### config.mk
export PLATFORM = sky130hd
export DESIGN_NAME = gpio_regbank
export DESIGN_NICKNAME = d
export VERILOG_FILES = /design/src/rtl/gpio_regbank_pkg.sv /design/src/rtl/gpio_bus_decode.sv /design/src/rtl/gpio_cfg_reg.sv /design/src/rtl/gpio_level_ctl.sv /design/src/rtl/gpio_rd_port.sv /design/src/rtl/gpio_regbank.sv
export SDC_FILE = /design/constraint.sdc
export NUM_CORES = 1
export LEC_CHECK = 0
export ABC_AREA = 1
export BUFFER_PORTS_ARGS = -buffer_cell sky130_fd_sc_hd__buf_4
export CORE_ASPECT_RATIO = 0.9
export CORE_MARGIN = 3
export CORE_UTILIZATION = 58
export DETAILED_ROUTE_END_ITERATION = 10
export GPL_TIMING_DRIVEN = 1
export PLACE_DENSITY = 0.81
export SLEW_MARGIN = 10
export SYNTH_ARGS = -nofsm -noshare
export SYNTH_HDL_FRONTEND = slang
export SYNTH_SLANG_ARGS = --single-unit
### constraint.sdc
create_clock -name clk -period 3.55 [get_ports clk]
set_input_delay 1.065 -clock clk [delete_from_list [all_inputs] [get_ports clk]]
set_output_delay 1.065 -clock clk [all_outputs]
set_load 0.01 [all_outputs]
### src/rtl/gpio_regbank_pkg.sv
package gpio_regbank_pkg;

   // Address map; each offset is decoded exactly as listed
   localparam int unsigned OFS_LEVEL = 'h00;
   localparam int unsigned OFS_DIR   = 'h04;
   localparam int unsigned OFS_SET   = 'h08;
   localparam int unsigned OFS_CLR   = 'h0C;
   localparam int unsigned OFS_EDGR  = 'h10;
   localparam int unsigned OFS_EDGF  = 'h14;
   localparam int unsigned OFS_EDGS  = 'h18;
   localparam int unsigned OFS_AUX   = 'h20;

   // Smallest address width that still reaches the highest offset
   localparam int unsigned MIN_ADDR_W = 6;

   // Per-access strobes produced by the decoder
   typedef struct packed {
      logic wr_dir;
      logic wr_aux;
      logic wr_set;
      logic wr_clr;
      logic wr_quiet;
      logic wr_bad;
      logic rd_level;
      logic rd_dir;
      logic rd_aux;
      logic rd_bad;
   } gpio_strb_t;

endpackage

### src/rtl/gpio_bus_decode.sv
module gpio_bus_decode
   import gpio_regbank_pkg::*;
#(
   parameter int unsigned ADDR_W = 8
) (
   input  logic              valid_i,
   input  logic              we_i,
   input  logic [ADDR_W-1:0] addr_i,
   output gpio_strb_t        strb_o
);

   logic hit_level, hit_dir, hit_set, hit_clr, hit_aux, hit_edge;

   assign hit_level = (addr_i == ADDR_W'(OFS_LEVEL));
   assign hit_dir   = (addr_i == ADDR_W'(OFS_DIR));
   assign hit_set   = (addr_i == ADDR_W'(OFS_SET));
   assign hit_clr   = (addr_i == ADDR_W'(OFS_CLR));
   assign hit_aux   = (addr_i == ADDR_W'(OFS_AUX));
   assign hit_edge  = (addr_i == ADDR_W'(OFS_EDGR)) ||
                      (addr_i == ADDR_W'(OFS_EDGF)) ||
                      (addr_i == ADDR_W'(OFS_EDGS));

   always_comb begin
      strb_o = '0;
      if (valid_i) begin
         if (we_i) begin
            strb_o.wr_dir   = hit_dir;
            strb_o.wr_aux   = hit_aux;
            strb_o.wr_set   = hit_set;
            strb_o.wr_clr   = hit_clr;
            strb_o.wr_quiet = hit_edge;
            // level is read-only: a write there counts as undecoded
            strb_o.wr_bad   = !(hit_dir || hit_aux || hit_set ||
                                hit_clr || hit_edge);
         end else begin
            strb_o.rd_level = hit_level;
            strb_o.rd_dir   = hit_dir;
            strb_o.rd_aux   = hit_aux;
            strb_o.rd_bad   = !(hit_level || hit_dir || hit_aux);
         end
      end
   end

endmodule

### src/rtl/gpio_cfg_reg.sv
module gpio_cfg_reg #(
   parameter int unsigned            WIDTH   = 32,
   parameter logic [WIDTH-1:0]       RST_VAL = '0
) (
   input  logic             clk,
   input  logic             rst_n,
   input  logic             load_i,
   input  logic [WIDTH-1:0] data_i,
   output logic [WIDTH-1:0] q_o
);

   always_ff @(posedge clk or negedge rst_n) begin
      if (!rst_n) begin
         q_o <= RST_VAL;
      end else if (load_i) begin
         q_o <= data_i;
      end
   end

endmodule

### src/rtl/gpio_level_ctl.sv
module gpio_level_ctl #(
   parameter int unsigned WIDTH = 32
) (
   input  logic             clk,
   input  logic             rst_n,
   input  logic             set_i,
   input  logic             clr_i,
   input  logic [WIDTH-1:0] wdata_i,
   input  logic [WIDTH-1:0] dir_i,
   output logic [WIDTH-1:0] level_o,
   output logic             reject_o
);

   logic overlap;
   logic [WIDTH-1:0] level_d;

   // gate: value must touch at least one output bit; whole value applies
   assign overlap  = |(dir_i & wdata_i);
   assign reject_o = (set_i || clr_i) && !overlap;

   always_comb begin
      level_d = level_o;
      if (overlap) begin
         if (set_i) begin
            level_d = level_o | wdata_i;
         end else if (clr_i) begin
            level_d = level_o & ~wdata_i;
         end
      end
   end

   always_ff @(posedge clk or negedge rst_n) begin
      if (!rst_n) begin
         level_o <= '0;
      end else begin
         level_o <= level_d;
      end
   end

endmodule

### src/rtl/gpio_rd_port.sv
module gpio_rd_port
   import gpio_regbank_pkg::*;
#(
   parameter int unsigned WIDTH      = 32,
   parameter bit          RDATA_HOLD = 1'b1
) (
   input  logic             clk,
   input  logic             rst_n,
   input  gpio_strb_t       strb_i,
   input  logic             reject_i,
   input  logic [WIDTH-1:0] level_i,
   input  logic [WIDTH-1:0] dir_i,
   input  logic [WIDTH-1:0] aux_i,
   output logic [WIDTH-1:0] rdata_o,
   output logic             err_o
);

   logic             rd_any;
   logic [WIDTH-1:0] rd_mux;

   assign rd_any = strb_i.rd_level || strb_i.rd_dir ||
                   strb_i.rd_aux   || strb_i.rd_bad;

   always_comb begin
      rd_mux = '0;
      if (strb_i.rd_level) rd_mux = level_i;
      if (strb_i.rd_dir)   rd_mux = dir_i;
      if (strb_i.rd_aux)   rd_mux = aux_i;
   end

   generate
      if (RDATA_HOLD) begin : g_hold
         always_ff @(posedge clk or negedge rst_n) begin
            if (!rst_n) begin
               rdata_o <= '0;
            end else if (rd_any) begin
               rdata_o <= rd_mux;
            end
         end
      end else begin : g_zero
         always_ff @(posedge clk or negedge rst_n) begin
            if (!rst_n) begin
               rdata_o <= '0;
            end else begin
               rdata_o <= rd_mux;
            end
         end
      end
   endgenerate

   always_ff @(posedge clk or negedge rst_n) begin
      if (!rst_n) begin
         err_o <= 1'b0;
      end else begin
         err_o <= strb_i.wr_bad || strb_i.rd_bad || reject_i;
      end
   end

endmodule

### src/rtl/gpio_regbank.sv
module gpio_regbank
   import gpio_regbank_pkg::*;
#(
   parameter int unsigned DATA_W     = 32,
   parameter int unsigned ADDR_W     = 8,
   parameter int unsigned N_IRQ_LOW  = 8,
   parameter bit          RDATA_HOLD = 1'b1
) (
   input  logic              clk,
   input  logic              rst_n,
   input  logic              bus_valid,
   input  logic              bus_we,
   input  logic [ADDR_W-1:0] bus_addr,
   input  logic [DATA_W-1:0] bus_wdata,
   output logic [DATA_W-1:0] bus_rdata,
   output logic              err_pulse,
   output logic [N_IRQ_LOW-1:0] irq_low,
   output logic              irq_high
);

   if (ADDR_W < MIN_ADDR_W) begin : g_chk_addr
      $error("gpio_regbank: ADDR_W too small for the address map");
   end
   if (DATA_W != 32) begin : g_chk_data
      $error("gpio_regbank: only full 32-bit words are supported");
   end
   if (N_IRQ_LOW == 0) begin : g_chk_irq
      $error("gpio_regbank: N_IRQ_LOW must be at least 1");
   end

   gpio_strb_t        strb;
   logic [DATA_W-1:0] lvl_val;
   logic [DATA_W-1:0] dir_val;
   logic [DATA_W-1:0] aux_val;
   logic              gate_reject;

   gpio_bus_decode #(.ADDR_W(ADDR_W)) i_dec (
      .valid_i (bus_valid),
      .we_i    (bus_we),
      .addr_i  (bus_addr),
      .strb_o  (strb)
   );

   gpio_cfg_reg #(.WIDTH(DATA_W), .RST_VAL('0)) i_dir (
      .clk    (clk),
      .rst_n  (rst_n),
      .load_i (strb.wr_dir),
      .data_i (bus_wdata),
      .q_o    (dir_val)
   );

   gpio_cfg_reg #(.WIDTH(DATA_W), .RST_VAL('0)) i_aux (
      .clk    (clk),
      .rst_n  (rst_n),
      .load_i (strb.wr_aux),
      .data_i (bus_wdata),
      .q_o    (aux_val)
   );

   gpio_level_ctl #(.WIDTH(DATA_W)) i_lvl (
      .clk      (clk),
      .rst_n    (rst_n),
      .set_i    (strb.wr_set),
      .clr_i    (strb.wr_clr),
      .wdata_i  (bus_wdata),
      .dir_i    (dir_val),
      .level_o  (lvl_val),
      .reject_o (gate_reject)
   );

   gpio_rd_port #(.WIDTH(DATA_W), .RDATA_HOLD(RDATA_HOLD)) i_rd (
      .clk      (clk),
      .rst_n    (rst_n),
      .strb_i   (strb),
      .reject_i (gate_reject),
      .level_i  (lvl_val),
      .dir_i    (dir_val),
      .aux_i    (aux_val),
      .rdata_o  (bus_rdata),
      .err_o    (err_pulse)
   );

   // interrupt lines exist on the boundary but are never raised
   for (genvar gi = 0; gi < N_IRQ_LOW; gi++) begin : g_irq_low
      assign irq_low[gi] = 1'b0;
   end
   assign irq_high = 1'b0;

endmodule

=== Yosys cells after proc, flatten, opt, wreduce, memory -nomap -nowiden ===
Cells that the tools add are included.

* Equal/unequal tests: 7
* Mux-type cells: 8
* Bitwise logic cells: 4
* Reductions and logical operators: 22

{| class="wikitable"
|+ Operators by type and width
! kind !! count
|-
| 32-bit two-way mux || 5
|-
| 32-bit bitwise AND || 2
|-
| 32-bit inverter || 1
|-
| 32-bit OR || 1
|-
| 32-bit OR reduction || 1
|-
| 8-bit by 5-bit == test with 1-bit output, second input constant || 3
|-
| 8-bit by 4-bit == test with 1-bit output, second input constant || 2
|-
| 1-bit logical OR || 14
|-
| 10-bit two-way mux || 1
|-
| 8-bit by 3-bit == test with 1-bit output, second input constant || 1
|-
| 8-bit by 6-bit == test with 1-bit output, second input constant || 1
|-
| 8-bit zero test || 1
|-
| 6-bit two-way mux || 1
|-
| 4-bit two-way mux || 1
|-
| 1-bit zero test || 3
|-
| 2-bit AND reduction || 1
|-
| 2-bit nonzero test || 1
|-
| 1-bit logical AND || 1
|}

* Register bits after elaboration: 129
* Input bits: 44
* Output and inout bits: 42
* Word-level logic and storage cells: 46

=== Depth between registers and ports, before layout ===
* Word-level depth: 11
* Gate-level depth with buffers: 11
* Depth with buffers taken out: 9

=== Cells and area by module ===
Synthesis repeated with hierarchy kept, for this count alone.

* Cell total of the unflattened synthesis: 888
* Area total of the unflattened synthesis: 6827.8 sq um

{| class="wikitable"
|+ Modules (own cells, without submodules)
! module !! instances !! cells each !! area an instance (sq um) !! seq. area each (sq um)
|-
| gpio_cfg_reg || 2 || 136 || 1292.5 || 800.8
|-
| gpio_rd_port || 1 || 317 || 2209.6 || 825.8
|-
| gpio_level_ctl || 1 || 244 || 1757.9 || 800.8
|-
| gpio_bus_decode || 1 || 45 || 203.9 || 0.0
|-
| gpio_regbank || 1 || 10 || 71.3 || 0.0
|}

=== Worst setup path before layout ===
OpenSTA, ideal clock, no wires.

* Kind: input port to flip-flop
* Start: input port bus_addr[7]
* End: register with a tool-made name
* Setup time: 117 ps
* Arrival time: 1968 ps
* Data required time: 3433 ps
* Setup slack: 1465 ps
* Cell stages on the path: 10
* Path buffers: 2
* Cell sequence: nor2_2 > nand2_1 > nor2_2 > nand3_2 > nand2_2 > buf_6 > buf_6 > nand3_1 > nand2_1 > nand2_1

{| class="wikitable"
|+ RTL lines
! element !! line !! text
|-
| from (decl) || gpio_regbank.sv:13 || <nowiki>input logic [ADDR_W-1:0] bus_addr,</nowiki>
|}

==> results.env <==
OUTCOME='finished clean'
PWR_DENSITY_CELL_nW_PER_UM2=473
POST_SYNTH_MOST_FREQUENT_CELLS='sky130_fd_sc_hd__nand2_1 (283), sky130_fd_sc_hd__dfrtp_1 (129), sky130_fd_sc_hd__nand4_1 (100)'
CORE_AREA_UM2=9910
DRV_CAP=0
INTERNAL_POWER_W=0.00261
RR_STARTPOINT='i_dir.q_o[23]$_DFFE_PN0P_'
TOP_LEVEL_PORTS=86
MAX_CLOCK_FREQ_MHz=412
LEAKAGE_nW=3.66
SETUP.WORST_PATH.END_CLASS='register'
POST_CTS_HOLD_BUFFER_COUNT=0
TRITONCTS.NUM_BUFFERS=17
CRITPATHMAXFANOUT=33
DIODES=0
REQUIRED_PS=3890
NUMBER_OF_CLOCK_SINKS=129
SYNTH_TOP_AREA_SHARE=0.532
SETUP-VIOLATIONS-FINAL=0
RRSETUPSLACK_PS=1490
TIGHTEST_SLEW_PS=751
CTS.REPAIR_TIMING.SETUP_BUFFER_COUNT=0
SLEW_HEADROOM=0.499
REPORT.FINAL.HOLD_VIOL_COUNT=0
LAYOUT.CELLS.NON_FILLER=937
NUMBER_OF_BUFFER_CELLS_ADDED_ON_PRIMARY_PORTS=76
PIN_COUNT_OF_THE_BIGGEST_NET_ENTERING_GLOBAL_ROUTING=73
YOSYS-TOP-CELLS-AREA='sky130_fd_sc_hd__dfrtp_1 (53%), sky130_fd_sc_hd__nand2_1 (18%), sky130_fd_sc_hd__nand4_1 (10%)'
YS_ASYNC_SR_FRACTION=1.00
REMAINING_DRC_ERRORS=0
SYNTH.YOSYS.SEQ_AREA_SHARE=0.532
SWITCHING_SHARE=0.236
PATH_CELLS='buf_4 -> nand2_1 -> nand2_1 -> nor2_1 -> nand2_1 -> nor2_1 -> nand2_2 -> buf_4 -> nand3_1 -> nand2_1 -> nand2_1'
CRITICAL-PATH-SLOWEST-CELL='sky130_fd_sc_hd__nand2_2'
FINAL_NET_COUNT=844
RSZ0062_AT_GRT='no'
START_UTIL=0.612
DETAIL_ROUTE.WIRELENGTH_UM=15800
POWER.SHARE.CLOCK=0.482
WORSTHOLDPATHCELLS=2
POST-SYNTH-TOP-COUNT-CELL='sky130_fd_sc_hd__nand2_1'
SEQPWRFRAC=0.441
ROWS=34
FIRST_GLOBAL_VIAS=5476
CELL_AREA_AFTER_SYNTHESIS_UM2=6060
CLOCKBUFFERDEPTH=2
TIMING.CLOCK.SKEW_PS=5.35
NUMBER_OF_ENABLE_TYPE_REGISTER_CELLS_IN_THE_SYNTHESIZED_NETLIST=0
CLKLATENCYLATEPIN_PS=410
SYNTH-SEQ-CELLS=129
STARTPOINT_TYPE='input pin'
DIE_HT_UM=103
NETLIST-CELL-TYPE-COUNT=21
FINAL_MAX_SLEW_VIOL_COUNT=0
GR-TOTAL-OVERFLOW=0
PLACE_INST=907
YOSYS_MOST_USED_DFF='sky130_fd_sc_hd__dfrtp_1'
MAX_STAGE_DELAY_PS=400
COUNT_OF_INSTANCES_RESIZED_AFTER_THE_CLOCK_TREE_IS_BUILT=0
IR_DROP_WORST_VDD_mV=0.416
COMBPWRFRAC=0.077
DRIVE_GT1_FRAC=0.165
CTS_TREE='done'
HOLD_PATH_CLASS='reg2reg'
GRT_PASS1_WL_UM=26500
POST-DP-HPWL_UM=9510
DETAIL-ROUTE-ANTENNA-NETS=0
NUM_VIAS=5545
CLKSLEWWORSTSETUPHOLDPATHS_PS=50
GRT.TOTAL_USAGE=0.286
FIN_CRIT_PS=2430
CRIT_TYPE='in2reg'
CTS.ROOT.BUFFER_CELL='sky130_fd_sc_hd__clkbuf_16'
H-TREE-DEPTH=4
TOTALNEGATIVESETUPSLACK_PS=0
YOSYSWARNINGCOUNT=0
DIEAREA_UM2=11700
R2R_DEPTH=10
SYNTHESIS.INSTANCES=739
PATH_COMMON_CELL='sky130_fd_sc_hd__nand2_1'
SYNTHESIS_TO_LAYOUT_AREA_GROWTH_PCT=19.0
ARR_TIME_CRIT_PATH_PS=2770
DR.FIRST_ITER.DRC_COUNT=575
POSTSYNTHAREAPERCELL_UM2=8.20
ROUTED_VIA_DENSITY=5.92
DRTPASS1ITERATIONS=5
SYNTH_LARGEST_AREA_CELL='sky130_fd_sc_hd__dfrtp_1'
WL_PER_CELL_UM=16.9
FINISH.UTILIZATION=0.728
DIE_WIDTH_UM=114
NETSWITCHINGPOWER_W=0.000804
FIN_CRIT_SH=0.684
FINALWEIGHTEDCONGESTION=0.830
NUMBER_OF_ANTENNA_VIOLATIONS_AT_THE_FIRST_CHECK_IN_GLOBAL_ROUTING=0
[critical path: cells and delay by family]
family / cells / cell delay (ps)
simple gates: 9 / 1170
buf+inv: 2 / 530
[how the worst max path moves through the flow]
| stage | startpoint | endpoint | slack (ps) |
|---|---|---|---|
| 3_3_place_gp | bus_wdata[23] | register | 760 |
| 4_1_cts | bus_wdata[23] | register | 1140 |
| 6_report | bus_wdata[23] | register | 1120 |
| 3_5_place_dp | bus_wdata[23] | register | 730 |
| 2_1_floorplan | bus_addr[7] | register | 1460 |
| 5_1_grt | bus_wdata[23] | register | 940 |
[layout make-up]
class,count,area (µm²)
Multi-Input combinational cell,521,2390
Sequential cell,129,3230
Clock buffer,25,505
Fill cell,748,2700
Timing Repair Buffer,90,726
Tap cell,126,158
Clock inverter,5,52.6
Inverter,41,154
[placed cells by master (no fill, tap or decap), drive strengths merged, types with 3 or more instances in the layout]
cell | Yosys | routed
clkinv | 0 | 3
inv | 41 | 41
dfrtp | 129 | 129
clkbuf | 22 | 25
o21ai | 64 | 64
nor2 | 20 | 20
nand2 | 286 | 286
nand4 | 100 | 100
conb | 1 | 9
buf | 34 | 90
nand3 | 39 | 39
[metal layers]
layer | wire length [µm] | share of wire | track usage | vias to the layer above
met3 | 1310 | 0.083 | 0.0604 | 34
met2 | 7780 | 0.49 | 0.476 | 262
met4 | 231 | 0.015 | 0.0895 | 0
li1 | - | - | - | 2571
met5 | 0 | 0 | 0 | -
met1 | 6520 | 0.41 | 0.383 | 2678
[cells by family after synthesis]
| group | after synthesis | synth area share |
|---|---|---|
| other | 1 | 0.000618 |
| buffers and inverters | 97 | 0.0780 |
| AND/OR/NAND/NOR | 447 | 0.335 |
| flip-flops | 129 | 0.532 |
| AO/OA/AOI/OAI | 65 | 0.0537 |
[stage by stage]
| stage | hold slack [ps] | instance area [µm²] | setup slack, ps | total power, W |
|---|---|---|---|---|
| after floorplan | 442 | 6090 | 1460 | 0.00167 |
| after global placement | 454 | 6660 | 763 | 0.00178 |
| after detailed placement | 459 | 6660 | 728 | 0.00179 |
| after CTS | 473 | 7220 | 1140 | 0.00343 |
| after global routing | 497 | 7220 | 943 | 0.00353 |
| final | 471 | 7220 | 1120 | 0.00341 |
[power groups by stage]
stage | clock network [W] | registers (W) | logic, W
2_1_floorplan | 0 | 0.00153 | 0.000142
3_3_place_gp | 0 | 0.00153 | 0.000250
3_5_place_dp | 0 | 0.00153 | 0.000258
4_1_cts | 0.00166 | 0.00151 | 0.000260
5_1_grt | 0.00174 | 0.00151 | 0.000290
6_report | 0.00164 | 0.00151 | 0.000262
Power figures use the tool's default switching activity.
